<file path="src/rtl/twowire_cmd_slave.sv">
module twowire_cmd_slave #(
  parameter int CLK_HZ   = 100_000_000,
  parameter int READY_US = 15,
  parameter int WORD_W   = 16
) (
  input  logic              clk,
  input  logic              rst_n,
  input  logic              sck_i,
  input  logic              sda_i,
  output logic              sda_o,
  output logic              sda_oe,
  output logic              cmd_valid,
  output logic [WORD_W-1:0] cmd_data,
  input  logic              rsp_valid,
  input  logic [WORD_W-1:0] rsp_data
);
  localparam int READY_CYC = (CLK_HZ / 1_000_000) * READY_US;
  localparam int CNT_W     = $clog2(READY_CYC + 1);
  localparam int BIT_W     = $clog2(WORD_W);
  localparam logic [1:0] ST_RX = 2'd0, ST_BUSY = 2'd1, ST_LOW = 2'd2, ST_TX = 2'd3;

  logic [1:0]        state;
  logic [2:0]        sck_q;
  logic [1:0]        sda_q;
  logic [WORD_W-2:0] rx_sh;
  logic [WORD_W-1:0] tx_sh;
  logic [BIT_W-1:0]  bits;
  logic [CNT_W-1:0]  cnt;

  wire sck_rise = sck_q[1] & ~sck_q[2];
  wire sck_fall = ~sck_q[1] & sck_q[2];
  wire last_bit = (bits == BIT_W'(WORD_W - 1));

  assign sda_oe = (state != ST_RX);
  assign sda_o  = (state == ST_BUSY) | ((state == ST_TX) & tx_sh[WORD_W-1]);

  always_ff @(posedge clk or negedge rst_n) begin
    if (!rst_n) begin
      sck_q <= '0;
      sda_q <= '0;
    end else begin
      sck_q <= {sck_q[1:0], sck_i};
      sda_q <= {sda_q[0], sda_i};
    end
  end

  always_ff @(posedge clk or negedge rst_n) begin
    if (!rst_n) begin
      state     <= ST_RX;
      rx_sh     <= '0;
      tx_sh     <= '0;
      bits      <= '0;
      cnt       <= '0;
      cmd_valid <= 1'b0;
      cmd_data  <= '0;
    end else begin
      cmd_valid <= 1'b0;
      case (state)
        ST_RX: if (sck_rise) begin
          rx_sh <= {rx_sh[WORD_W-3:0], sda_q[1]};
          if (last_bit) begin
            bits      <= '0;
            cmd_data  <= {rx_sh, sda_q[1]};
            cmd_valid <= 1'b1;
            state     <= ST_BUSY;
          end else begin
            bits <= bits + 1'b1;
          end
        end
        ST_BUSY: if (rsp_valid) begin
          tx_sh <= rsp_data;
          cnt   <= CNT_W'(READY_CYC - 1);
          state <= ST_LOW;
        end
        ST_LOW: begin
          if (cnt == '0) begin
            bits  <= '0;
            state <= ST_TX;
          end else begin
            cnt <= cnt - 1'b1;
          end
        end
        default: begin
          if (sck_fall) tx_sh <= {tx_sh[WORD_W-2:0], 1'b0};
          if (sck_rise) begin
            if (last_bit) begin
              bits  <= '0;
              state <= ST_RX;
            end else begin
              bits <= bits + 1'b1;
            end
          end
        end
      endcase
    end
  end
endmodule

</file>
<file path="config.mk">
export PLATFORM = sky130hd
export DESIGN_NAME = twowire_cmd_slave
export DESIGN_NICKNAME = d
export VERILOG_FILES = /design/src/rtl/twowire_cmd_slave.sv
export SDC_FILE = /design/constraint.sdc
export NUM_CORES = 1
export LEC_CHECK = 0
export BUFFER_PORTS_ARGS = -buffer_cell sky130_fd_sc_hd__clkbuf_2
export CORE_MARGIN = 1.5
export CORE_UTILIZATION = 40
export CTS_BUF_LIST = sky130_fd_sc_hd__clkbuf_8 sky130_fd_sc_hd__clkbuf_16
export DETAILED_ROUTE_END_ITERATION = 10
export HOLD_SLACK_MARGIN = 0.08
export PLACE_DENSITY = 0.66
export SKIP_CTS_REPAIR_TIMING = 1
export SYNTH_ARGS = -nofsm -noshare
export SYNTH_HDL_FRONTEND = slang
export SYNTH_SLANG_ARGS = --single-unit
</file>
<file path="constraint.sdc">
create_clock -name clk -period 3.12 [get_ports clk]
set_input_delay 0.156 -clock clk [delete_from_list [all_inputs] [get_ports clk]]
set_output_delay 0.156 -clock clk [all_outputs]
set_load 0.005 [all_outputs]
</file>
; ---- After elaboration in Yosys (flattened, before gate mapping)
; Index checks and enable logic that the tools add are counted.
; W data, S select, Z words.
[word_totals]
regBits = 70
out_inout_bits = 19
elab_cells = 63
[classes]
addsub = 2
n_eq_ne = 9
n_mux = 20
n_bitwise = 8
reduce_logical = 15
[ops]
columns = cell, n
row1 = $mux W16, 2
row2 = $pmux W16 S2, 1
row3 = $mux W11, 2
row4 = $pmux W11 S2, 1
row5 = $mux W2, 6
row6 = $mux W4, 3
row7 = $reduce_and A3 Y1, 4
row8 = $logic_not A11 Y1, 1
row9 = $sub A11 B1 Y11 const B, 1
row10 = $ne A2 B2 Y1 const B, 5
row11 = $pmux W4 S2, 1
row12 = $reduce_bool A2 Y1, 4
row13 = $pmux W2 S3, 1
row14 = $reduce_and A6 Y1, 1
row15 = $reduce_bool A3 Y1, 2
row16 = $add A4 B1 Y4 const B, 1
row17 = $eq A2 B2 Y1 const B, 2
row18 = $eq A4 B4 Y1 const B, 1
row19 = $not A1 Y1, 4
row20 = $and A1 B1 Y1, 3
row21 = $mux W1, 3
row22 = $eq A2 B1 Y1 const B, 1
row23 = $logic_not A2 Y1, 1
row24 = $reduce_and A2 Y1, 1
row25 = other kinds (2), 2

; ---- Depth between registers and ports, before layout
; Gate-level depths: netlist (run 1).
[depth]
ltp_word = 4
mapped_depth = 8
depth_no_buf = 6

; ---- Worst setup path after synthesis (run 1)
; Ideal clock, no wire load.
[synth_path]
path_type = reg-to-reg
startpoint = register state[1]
endpoint = register cnt[5]
setup_time_ps = 77
arrival_ps = 2088
path_slack_ps = 955
path_stages_with_launch = 9
n_path_buf = 2
synth_period_minus_slack_ps = 2165
cell_sequence = dfrtp_1 -> inv_1 -> ha_1 -> buf_4 -> mux2i_1 -> or4_1 -> clkbuf_1 -> or4_1 -> a21oi_1
[synth_via]
elab_chain_len = 3
[synth_lines]
columns = item, line
row1 = from (decl), 22  ; logic [1:0] state;
row2 = from (signal assigned), 49  ; state <= ST_RX;
row3 = from (signal assigned), 65  ; state <= ST_BUSY;
row4 = from (signal assigned), 73  ; state <= ST_LOW;
row5 = $eq A2 B2 Y1 / $eq A2 B1 Y1 (equally long branches), 58  ; case (state)
row6 = $ne A2 B2 Y1 (no source line) / $reduce_bool A2 Y1 (equally long branches), -
row7 = $reduce_and A3 Y1 (no source line), -
row8 = to (signal assigned), 72  ; cnt <= CNT_W'(READY_CYC - 1);
row9 = to (signal assigned), 80  ; cnt <= cnt - 1'b1;
row10 = to (decl), 28  ; logic [CNT_W-1:0] cnt;
; Several ways; a longest one is shown, not always the timed one.
; A chain may end at the register's enable or synchronous reset.

; ---- Worst setup path after layout (run 1)
; Same ends and word-level chain as after synthesis.

==> out/metrics.cfg, run 1 <==
[floorplanning]
die-area_um2=8470
io_pins=40
fp.dieW_um=92.0
row_count=32
core_um2=7690
start_util_pct=41.2
dieHeight_um=92.0

[synth]
synth_flop_cell=dfrtp_1
synth_edf_count=0
synth_cells=266
async_reset_ff_share_pct=100
ys_types=40
avgSynthCellArea_um2=11.9
synth_area_um2=3170
seq_area_frac_synth_pct=55.2
synth_warnings=0
ys_ff_latch=70
synth_nets=294

[critical_path]
r2r_cells=7
slowest_delay_ns=0.53
path_max_fanout=12
crit_path_frequent_cell=or4_1
cp.required_ns=3.40
path_class=reg -> reg
path_cells=inv_1 > ha_1 > mux2i_1 > buf_4 > or4_1 > or4_1 > a21oi_1
crit_arrival_ns=2.75
cp_slowest_cell=or4_1
start_kind=register
worst_setup_path_end_kind=register

[grt]
gr-usage-all-layers_pct=14.7
overflow=0
grt_max_degree=37
antenna_found_initial=0
grt_pass1_vias=2126
grt_pass1_wl_mm=9.88

[route]
avgRoutedWirePerCell_um=13.2
wirelength_mm=5.53
drc_errors=0
drtIter0Drc=71
postRouteAntennaNets=0
drtPass1Iterations=4
vias=2100
via_per_inst=5.01

[timing]
finalCriticalPeriod_ns=2.47
timing.fmax_ghz=0.405
whs_ns=0.0961
finalHoldViolCount=0
finalClockSkew_ns=0.00756
maxSlewViolCount=0
rsz0062_at_grt=no
tightest_slew_ns=0.813
finalCritPeriodShare_pct=79.0
slew_headroom_pct=45.8
tns_ns=0
finalSetupViolCount=0

[flow_run]
maxCapViolations=0

[layout]
areaGrowthSynthToFinish_pct=18.2
final_cells=419
final_cell_mix=dfrtp_1 (70), clkbuf_2 (38), mux2_2 (33)
drive_gt1_share_pct=31.5
diodes=0
multi_input_area_um2=1330
fin_area_um2=3750
n_fill_cell=719
final_util_pct=48.7
nNetsFinal=340
regArea_um2=1750
mostFrequentLayoutCell=dfrtp_1

[place]
place_hpwl_mm=3.75
place_congestion=0.736
dp_cells=399
placed_cell_area_um2=3480
numPortBuffers=39

[clock_network]
clockRootBuffer=clkbuf_8
cts_tree=built
clk_pin_slew_ns=0.08
cts.sinks=70
cts_buffers=9
clockBufferDepth=2
h-tree-depth=3
clock_latency_ns=0.35

[power]
leakage_nw=1.75
peakVddDrop_uv=300
power.density_nw_per_um2=784

[min_path]
whs_path_depth=3
min_path_type=in -> reg

[run_status]
status=completed

-- metal layers --
layer	GRT usage [%]	wire, um	part of all wire [%]
met1	19.8	2730	49
met2	22.8	2580	47
met3	3.48	164	3.0
met4	6.15	68	1.2
met5	0	0	0
-- sequential cells by signal, indices dropped and copies added, names as in the netlist --
| signal | cells |
|---|---|
| rx_sh | 15 |
| state | 2 |
| tx_sh | 16 |
| sck_q | 3 |
| cmd_valid | 1 |
| cmd_data | 16 |
| sda_q | 2 |
| bits | 4 |
| cnt | 11 |
-- cell families (layout without fill, tap and decap cells) --
kind of cell             count (synthesis)  after routing  synth area share (%)
AND/OR/NAND/NOR                         69             69                  11.4
AO/OA/AOI/OAI                           45             45                  9.27
buffers and inverters                   21             72                  2.92
multiplexers                            54             54                  18.4
adder cells (fa/ha/maj)                  7              7                  2.76
flip-flops                              70             70                  55.2
-- worst paths after layout --
| check | from | to | slack, ns |
|---|---|---|---|
| max reg2reg | state[1]$_DFFE_PN0P_ | cnt[5]$_DFFE_PN0P_ | 0.65 |
| max | state[1]$_DFFE_PN0P_ | cnt[5]$_DFFE_PN0P_ | 0.65 |
| max in group asynchronous | rst_n | cnt[8]$_DFFE_PN0P_ | 2.03 |
| min reg2reg | sck_q[0]$_DFF_PN0_ | sck_q[1]$_DFF_PN0_ | 0.35 |
| min in group asynchronous | rst_n | tx_sh[11]$_DFFE_PN0P_ | 0.42 |
| min | rsp_data[10] | tx_sh[10]$_DFFE_PN0P_ | 0.1 |
-- cell usage after synthesis, types with 2 or more instances --
cell type	n	share of area [%]
nor3_1	3	0.47
o31ai_1	2	0.47
a21oi_1	5	0.79
nand2b_1	3	0.59
o21ai_0	19	3.0
o32ai_1	2	0.55
nor2_1	9	1.1
a21o_1	3	0.71
inv_1	7	0.83
or2_2	2	0.39
nand2_1	27	3.2
or4_4	2	0.71
or3_1	5	0.99
dfrtp_1	70	55
or4_1	4	0.95
a22oi_1	3	0.71
clkbuf_1	9	1.1
nand3_1	4	0.63
mux2i_1	20	6.3
ha_1	7	2.8
nor4_1	5	0.99
mux2_2	33	12
nor2b_1	2	0.39
o2bb2ai_1	3	0.83
buf_2	2	0.32
-- final cells by class --
| cell class | instances | share of cell area (%) |
|---|---|---|
| Inverter | 7 | 0.701 |
| Clock inverter | 7 | 2.61 |
| Multi-Input combinational cell | 175 | 35.4 |
| Sequential cell | 70 | 46.8 |
| Tap cell | 102 | 3.41 |
| Clock buffer | 9 | 3.31 |
| Timing Repair Buffer | 49 | 7.82 |
-- power breakdown --
| part | switching (mW) | internal (mW) | total (mW) |
|---|---|---|---|
| Combinational | 0.431 | 0.390 | 0.821 |
| Clock | 0.363 | 0.454 | 0.817 |
| Sequential | 0.171 | 1.13 | 1.30 |
| Total | 0.965 | 1.97 | 2.94 |
-- worst max-delay path: cells and delay by family (launching register included) --
family	cells	cell delay, ns
compound gates	1	0.15
fa+ha+maj	1	0.40
buf+inv	2	0.27
flops	1	0.43
mux	1	0.13
simple gates	2	1.03
-- metrics by stage --
step | setup slack [ns] | power (mW)
2_1_floorplan | 0.955 | 1.92
3_3_place_gp | 0.749 | 2.11
3_5_place_dp | 0.671 | 2.14
4_1_cts | 0.650 | 2.97
5_1_grt | 0.503 | 3.15
6_report | 0.654 | 2.94
Power figures use the tool's default switching activity.
==> run 2: changes to the inputs <==
--- a/config.mk
+++ b/config.mk
@@ -11,7 +11,7 @@
 export CTS_BUF_LIST = sky130_fd_sc_hd__clkbuf_8 sky130_fd_sc_hd__clkbuf_16
 export DETAILED_ROUTE_END_ITERATION = 10
 export HOLD_SLACK_MARGIN = 0.08
-export PLACE_DENSITY = 0.66
+export PLACE_DENSITY = 0.68
 export SKIP_CTS_REPAIR_TIMING = 1
 export SYNTH_ARGS = -nofsm -noshare
 export SYNTH_HDL_FRONTEND = slang
==> constraint.sdc (replaced) <==
create_clock -name clk -period 2.2 [get_ports clk]
set_input_delay 0.11 -clock clk [delete_from_list [all_inputs] [get_ports clk]]
set_output_delay 0.11 -clock clk [all_outputs]
set_load 0.005 [all_outputs]
==> out/metrics.cfg, run 2 (synthesized netlist as in run 1, its figures left out) <==
[timing]
slew_headroom_pct=44.4  ; -1.4 points
maxSlewViolCount=0  ; unchanged
rsz0062_at_grt=no
finalCriticalPeriod_ns=2.11  ; -0.353 ns
finalClockSkew_ns=0.0121  ; +0.00459 ns
tns_ns=0  ; unchanged
timing.fmax_ghz=0.473  ; +17%
finalHoldViolCount=0  ; unchanged
tightest_slew_ns=0.834  ; +0.0206 ns
finalCritPeriodShare_pct=96.1  ; +17 points
finalSetupViolCount=0  ; unchanged

[floorplanning]
dieHeight_um=92.0  ; unchanged
die-area_um2=8470  ; unchanged
start_util_pct=41.2  ; unchanged
core_um2=7690  ; unchanged
fp.dieW_um=92.0  ; unchanged
row_count=32  ; unchanged
io_pins=40  ; unchanged

[clock_network]
h-tree-depth=3  ; unchanged
cts_buffers=9  ; unchanged
clockRootBuffer=clkbuf_8
cts_tree=built
cts.sinks=70  ; unchanged
clockBufferDepth=2  ; unchanged
clk_pin_slew_ns=0.08  ; about the same
clock_latency_ns=0.34  ; about the same

[critical_path]
crit_arrival_ns=2.34  ; -0.41 ns
path_max_fanout=4  ; -8
path_class=reg -> reg
worstReg2RegEnd=state[1]$_DFFE_PN0P_
r2r_cells=4  ; -3
reg2reg_slack_ns=0.09  ; -0.57 ns
rr_startpoint=cnt[5]$_DFFE_PN0P_
cp.required_ns=2.42  ; -0.98 ns
worst_setup_path_end_kind=register
start_kind=register

[grt]
grt_max_degree=37  ; unchanged
grt_pass1_vias=2095  ; -1.5%
gr-usage-all-layers_pct=14.6  ; -0.16 points
grt_pass1_wl_mm=9.83  ; -0.49%
antenna_found_initial=0  ; unchanged
overflow=0  ; unchanged

[power]
power_frac_clock_pct=26.8  ; -1.0 points
peakVddDrop_uv=543  ; +81%
power.density_nw_per_um2=1100  ; +41%
intPower_mw=2.88  ; +46%
leakage_nw=1.82  ; +3.9%
seqPwrFrac_pct=42.9  ; -1.3 points
swShare_pct=32.7  ; -0.17 points
switchingPower_mw=1.40  ; +45%
power_mw=4.28  ; +46%
pwr-share-comb_pct=30.3  ; +2.4 points

[min_path]
whs_path_depth=3  ; unchanged
min_from=rsp_data[14]
min_path_type=in -> reg
hold_end=tx_sh[14]$_DFFE_PN0P_

[layout]
mostFrequentLayoutCell=dfrtp_1
reg.largest.list=cmd_data x16, tx_sh x16, rx_sh x15
drive_gt1_share_pct=34.0  ; +2.5 points
final_cell_mix=dfrtp_1 (70), clkbuf_2 (38), mux2_2 (33)
final_cells=431  ; +2.9%
final_util_pct=50.5  ; +1.8 points
n_fill_cell=705  ; -1.9%
diodes=0  ; unchanged
areaGrowthSynthToFinish_pct=22.5
nNetsFinal=352  ; +3.5%

[route]
drc_errors=0  ; unchanged
drtIter0Drc=133  ; +87%
wirelength_mm=5.75  ; +3.9%
drtPass1Iterations=3  ; -1
via_per_inst=4.98  ; -0.70%
avgRoutedWirePerCell_um=13.3  ; +0.99%
postRouteAntennaNets=0  ; unchanged
vias=2145  ; +2.1%

[place]
place_hpwl_mm=3.91  ; +4.1%
numPortBuffers=39  ; unchanged
place_congestion=0.808  ; +9.7%
dp_cells=407  ; +2.0%

[run_status]
status=completed

[flow_run]
maxCapViolations=0  ; unchanged

run 2: changes by cell type in the layout (fill, tap and decap cells not counted), sizes merged:
cell,delta
buf,+8
clkinv,+3
clkinvlp,-1
dlygate4sd3,+4
inv,-2
run 2: area by class of cell:
type	instances	area, um2	share of cell area (%)
Clock buffer	9	124	3.19
Clock inverter	7	96.3	2.48
Inverter	7	26.3	0.677
Multi-Input combinational cell	175	1340	34.5
Sequential cell	70	1750	45.1
Tap cell	102	128	3.29
Timing Repair Buffer	61	418	10.8
run 2: worst max-delay path, cell delays in order, from the launching register on:
cell and delay, ns:
dfrtp_1 0.41, or4_4 0.55, or4_4 0.54, a21oi_2 0.18
mux2_1 0.33
run 2: metal layers:
metal	wire, um	GRT usage, %
met5	0	0
met3	225	5.22
met2	2760	23.3
met4	38	3.46
met1	2720	18.9
run 2: power by group through the flow:
stage / clock network (mW) / registers (mW) / logic (mW)
floorplan: 0 / 1.79 / 0.935
global placement: 0 / 1.84 / 1.23
detailed placement: 0 / 1.86 / 1.27
CTS: 1.18 / 1.84 / 1.28
global route: 1.24 / 1.88 / 1.45
finish: 1.15 / 1.84 / 1.30
run 2: how the worst max path moves through the flow:
stage,from,endpoint,cells after the start
floorplan,state[1]$_DFFE_PN0P_,cnt[5]$_DFFE_PN0P_,8
global placement,cnt[5]$_DFFE_PN0P_,state[1]$_DFFE_PN0P_,4
detailed placement,state[0]$_DFFE_PN0P_,cnt[5]$_DFFE_PN0P_,5
CTS,state[0]$_DFFE_PN0P_,cnt[5]$_DFFE_PN0P_,5
global route,cnt[5]$_DFFE_PN0P_,state[1]$_DFFE_PN0P_,4
finish,cnt[5]$_DFFE_PN0P_,state[1]$_DFFE_PN0P_,4
run 2: metrics by stage:
step	worst slack, ns	instance area, um2	hold WS, ns
after floorplan	0.0348	3170	-0.186
after global placement	0.116	3570	0.221
after detailed placement	0.0457	3570	0.220
after CTS	0.0169	3790	-0.150
after global routing	0.0470	3880	0.0836
final	0.0862	3880	0.0713
==> run 3: changes to the inputs <==
--- a/config.mk
+++ b/config.mk
@@ -12,6 +12,7 @@
 export DETAILED_ROUTE_END_ITERATION = 10
 export HOLD_SLACK_MARGIN = 0.08
 export PLACE_DENSITY = 0.68
+export SETUP_SLACK_MARGIN = 0.1
 export SKIP_CTS_REPAIR_TIMING = 1
 export SYNTH_ARGS = -nofsm -noshare
 export SYNTH_HDL_FRONTEND = slang
==> constraint.sdc (replaced) <==
create_clock -name clk -period 1.7 [get_ports clk]
set_input_delay 0.085 -clock clk [delete_from_list [all_inputs] [get_ports clk]]
set_output_delay 0.085 -clock clk [all_outputs]
set_load 0.005 [all_outputs]
==> out/metrics.cfg, run 3 (synthesized netlist as in run 1, its figures left out) <==
[place]
place_hpwl_mm=4.15  ; +6.3%
dp_cells=434  ; +6.6%
place_congestion=0.837  ; +3.6%
numPortBuffers=39  ; unchanged

[layout]
regArea_um2=1750  ; about the same
diodes=0  ; unchanged
final_util_pct=60.1  ; +9.6 points
final_cells=477  ; +11%
areaGrowthSynthToFinish_pct=45.7
final_cell_mix=dfrtp_1 (69), clkbuf_2 (38), buf_4 (38)
reg.largest.list=cmd_data x16, tx_sh x16, rx_sh x15
nNetsFinal=399  ; +13%
drive_gt1_share_pct=46.1  ; +12 points
mostFrequentLayoutCell=dfrtp_1
multi_input_area_um2=1590  ; +19%
n_fill_cell=608  ; -14%

[critical_path]
critPathLaunch=cnt[5]$_DFFE_PN0P_
reg2reg_slack_ns=-0.32  ; -0.41 ns
cp.required_ns=1.93  ; -0.49 ns
start_kind=register
path_class=reg -> reg
r2r_cells=4  ; unchanged
worst_setup_path_end_kind=register
rr_startpoint=cnt[5]$_DFFE_PN0P_
crit_arrival_ns=2.25  ; -0.09 ns
crit_path_end=state[1]$_DFFE_PN0P_
worstReg2RegEnd=state[1]$_DFFE_PN0P_
path_max_fanout=4  ; unchanged

[route]
drtPass1Iterations=4  ; +1
drc_errors=0  ; unchanged
postRouteAntennaNets=0  ; unchanged
avgRoutedWirePerCell_um=15.8  ; +19%
drtIter0Drc=193  ; +45%
vias=2441  ; +14%
wirelength_mm=7.56  ; +31%
via_per_inst=5.12  ; +2.8%

[timing]
finalHoldViolCount=0  ; unchanged
tightest_slew_ns=0.376  ; -0.457 ns
timing.fmax_ghz=0.495  ; +4.6%
rsz0062_at_grt=yes
finalCritPeriodShare_pct=119  ; +23 points
slew_headroom_pct=74.8  ; +30 points
setup_slack_ns=-0.321  ; -0.407 ns
maxSlewViolCount=0  ; unchanged
finalClockSkew_ns=0.00842  ; -0.00373 ns
finalSetupViolCount=44  ; +44
finalCriticalPeriod_ns=2.02  ; -0.0927 ns

[power]
leakage_nw=2.16  ; +19%
power.density_nw_per_um2=1410  ; +28%
power_mw=6.52  ; +52%
peakVddDrop_uv=682  ; +26%

[clock_network]
clk_pin_slew_ns=0.08  ; about the same
clockRootBuffer=clkbuf_8
cts.sinks=70  ; unchanged
clock_latency_ns=0.34  ; about the same
clockBufferDepth=2  ; unchanged
cts_tree=built
cts_buffers=9  ; unchanged
h-tree-depth=3  ; unchanged

[floorplanning]
die-area_um2=8470  ; unchanged
start_util_pct=41.2  ; unchanged
core_um2=7690  ; unchanged
io_pins=40  ; unchanged
fp.dieW_um=92.0  ; unchanged
dieHeight_um=92.0  ; unchanged
row_count=32  ; unchanged

[min_path]
min_path_type=in -> reg

[grt]
grt_pass1_wl_mm=10.7  ; +8.7%
grt_pass1_vias=2320  ; +11%
grt_max_degree=71  ; +92%
gr-usage-all-layers_pct=16.0  ; +1.5 points
overflow=0  ; unchanged
antenna_found_initial=0  ; unchanged

[run_status]
violations=setup timing
status=finished with violations

[flow_run]
maxCapViolations=0  ; unchanged

run 3: worst min path at each step:
| stage | startpoint | cells after the start | to | slack, ns |
|---|---|---|---|---|
| detailed placement | rst_n | 2 | cmd_data[12]$_DFFE_PN0P_ | 0.14 |
| CTS | rst_n | 2 | bits[1]$_DFFE_PN0P_ | -0.24 |
| finish | rsp_data[7] | 3 | tx_sh[7]$_DFFE_PN0P_ | 0.04 |
| global route | rsp_data[7] | 3 | tx_sh[7]$_DFFE_PN0P_ | 0.06 |
| global placement | rst_n | 2 | cmd_data[11]$_DFFE_PN0P_ | 0.14 |
| floorplan | rst_n | 0 | bits[0]$_DFFE_PN0P_ | -0.21 |
run 3: metal layers:
layer	global-route usage, %	wire length, um
met1	20.4	3410
met2	25.6	3770
met3	4.23	299
met4	7.31	76
met5	0	0
run 3: per-stage QoR:
step                hold WS [ns]  setup TNS, ns  setup WS (ns)  cell area, um2
CTS                       -0.237          -7.82         -0.352            4030
global route              0.0639         -11.25         -0.362            4620
global placement           0.138          -6.31         -0.314            3810
floorplan                 -0.211          -5.20         -0.440            3240
finish                    0.0371          -8.35         -0.321            4620
detailed placement         0.141          -7.05         -0.341            3810
run 3: critical path: stages (launching register included):
cell,delay (ns)
dfrtp_1,0.38
or4_4,0.54
or4_4,0.48
a21oi_4,0.20
mux2_4,0.31
run 3: layout make-up:
type                       instances  share of cell area [%]
sequential                        70                    37.9
timing repair buffer             108                    19.4
clock buffer                      10                    2.98
multi-input combinational        175                    34.5
inverter                           7                   0.569
tap                              102                    2.76
clock inverter                     5                    1.81
run 3: power breakdown:
part | internal (mW) | leakage (nW) | switching [mW]
Sequential | 2.07 | 0.905 | 0.276
Combinational | 1.39 | 1.15 | 1.29
Clock | 0.860 | 0.105 | 0.626
Total | 4.33 | 2.16 | 2.19
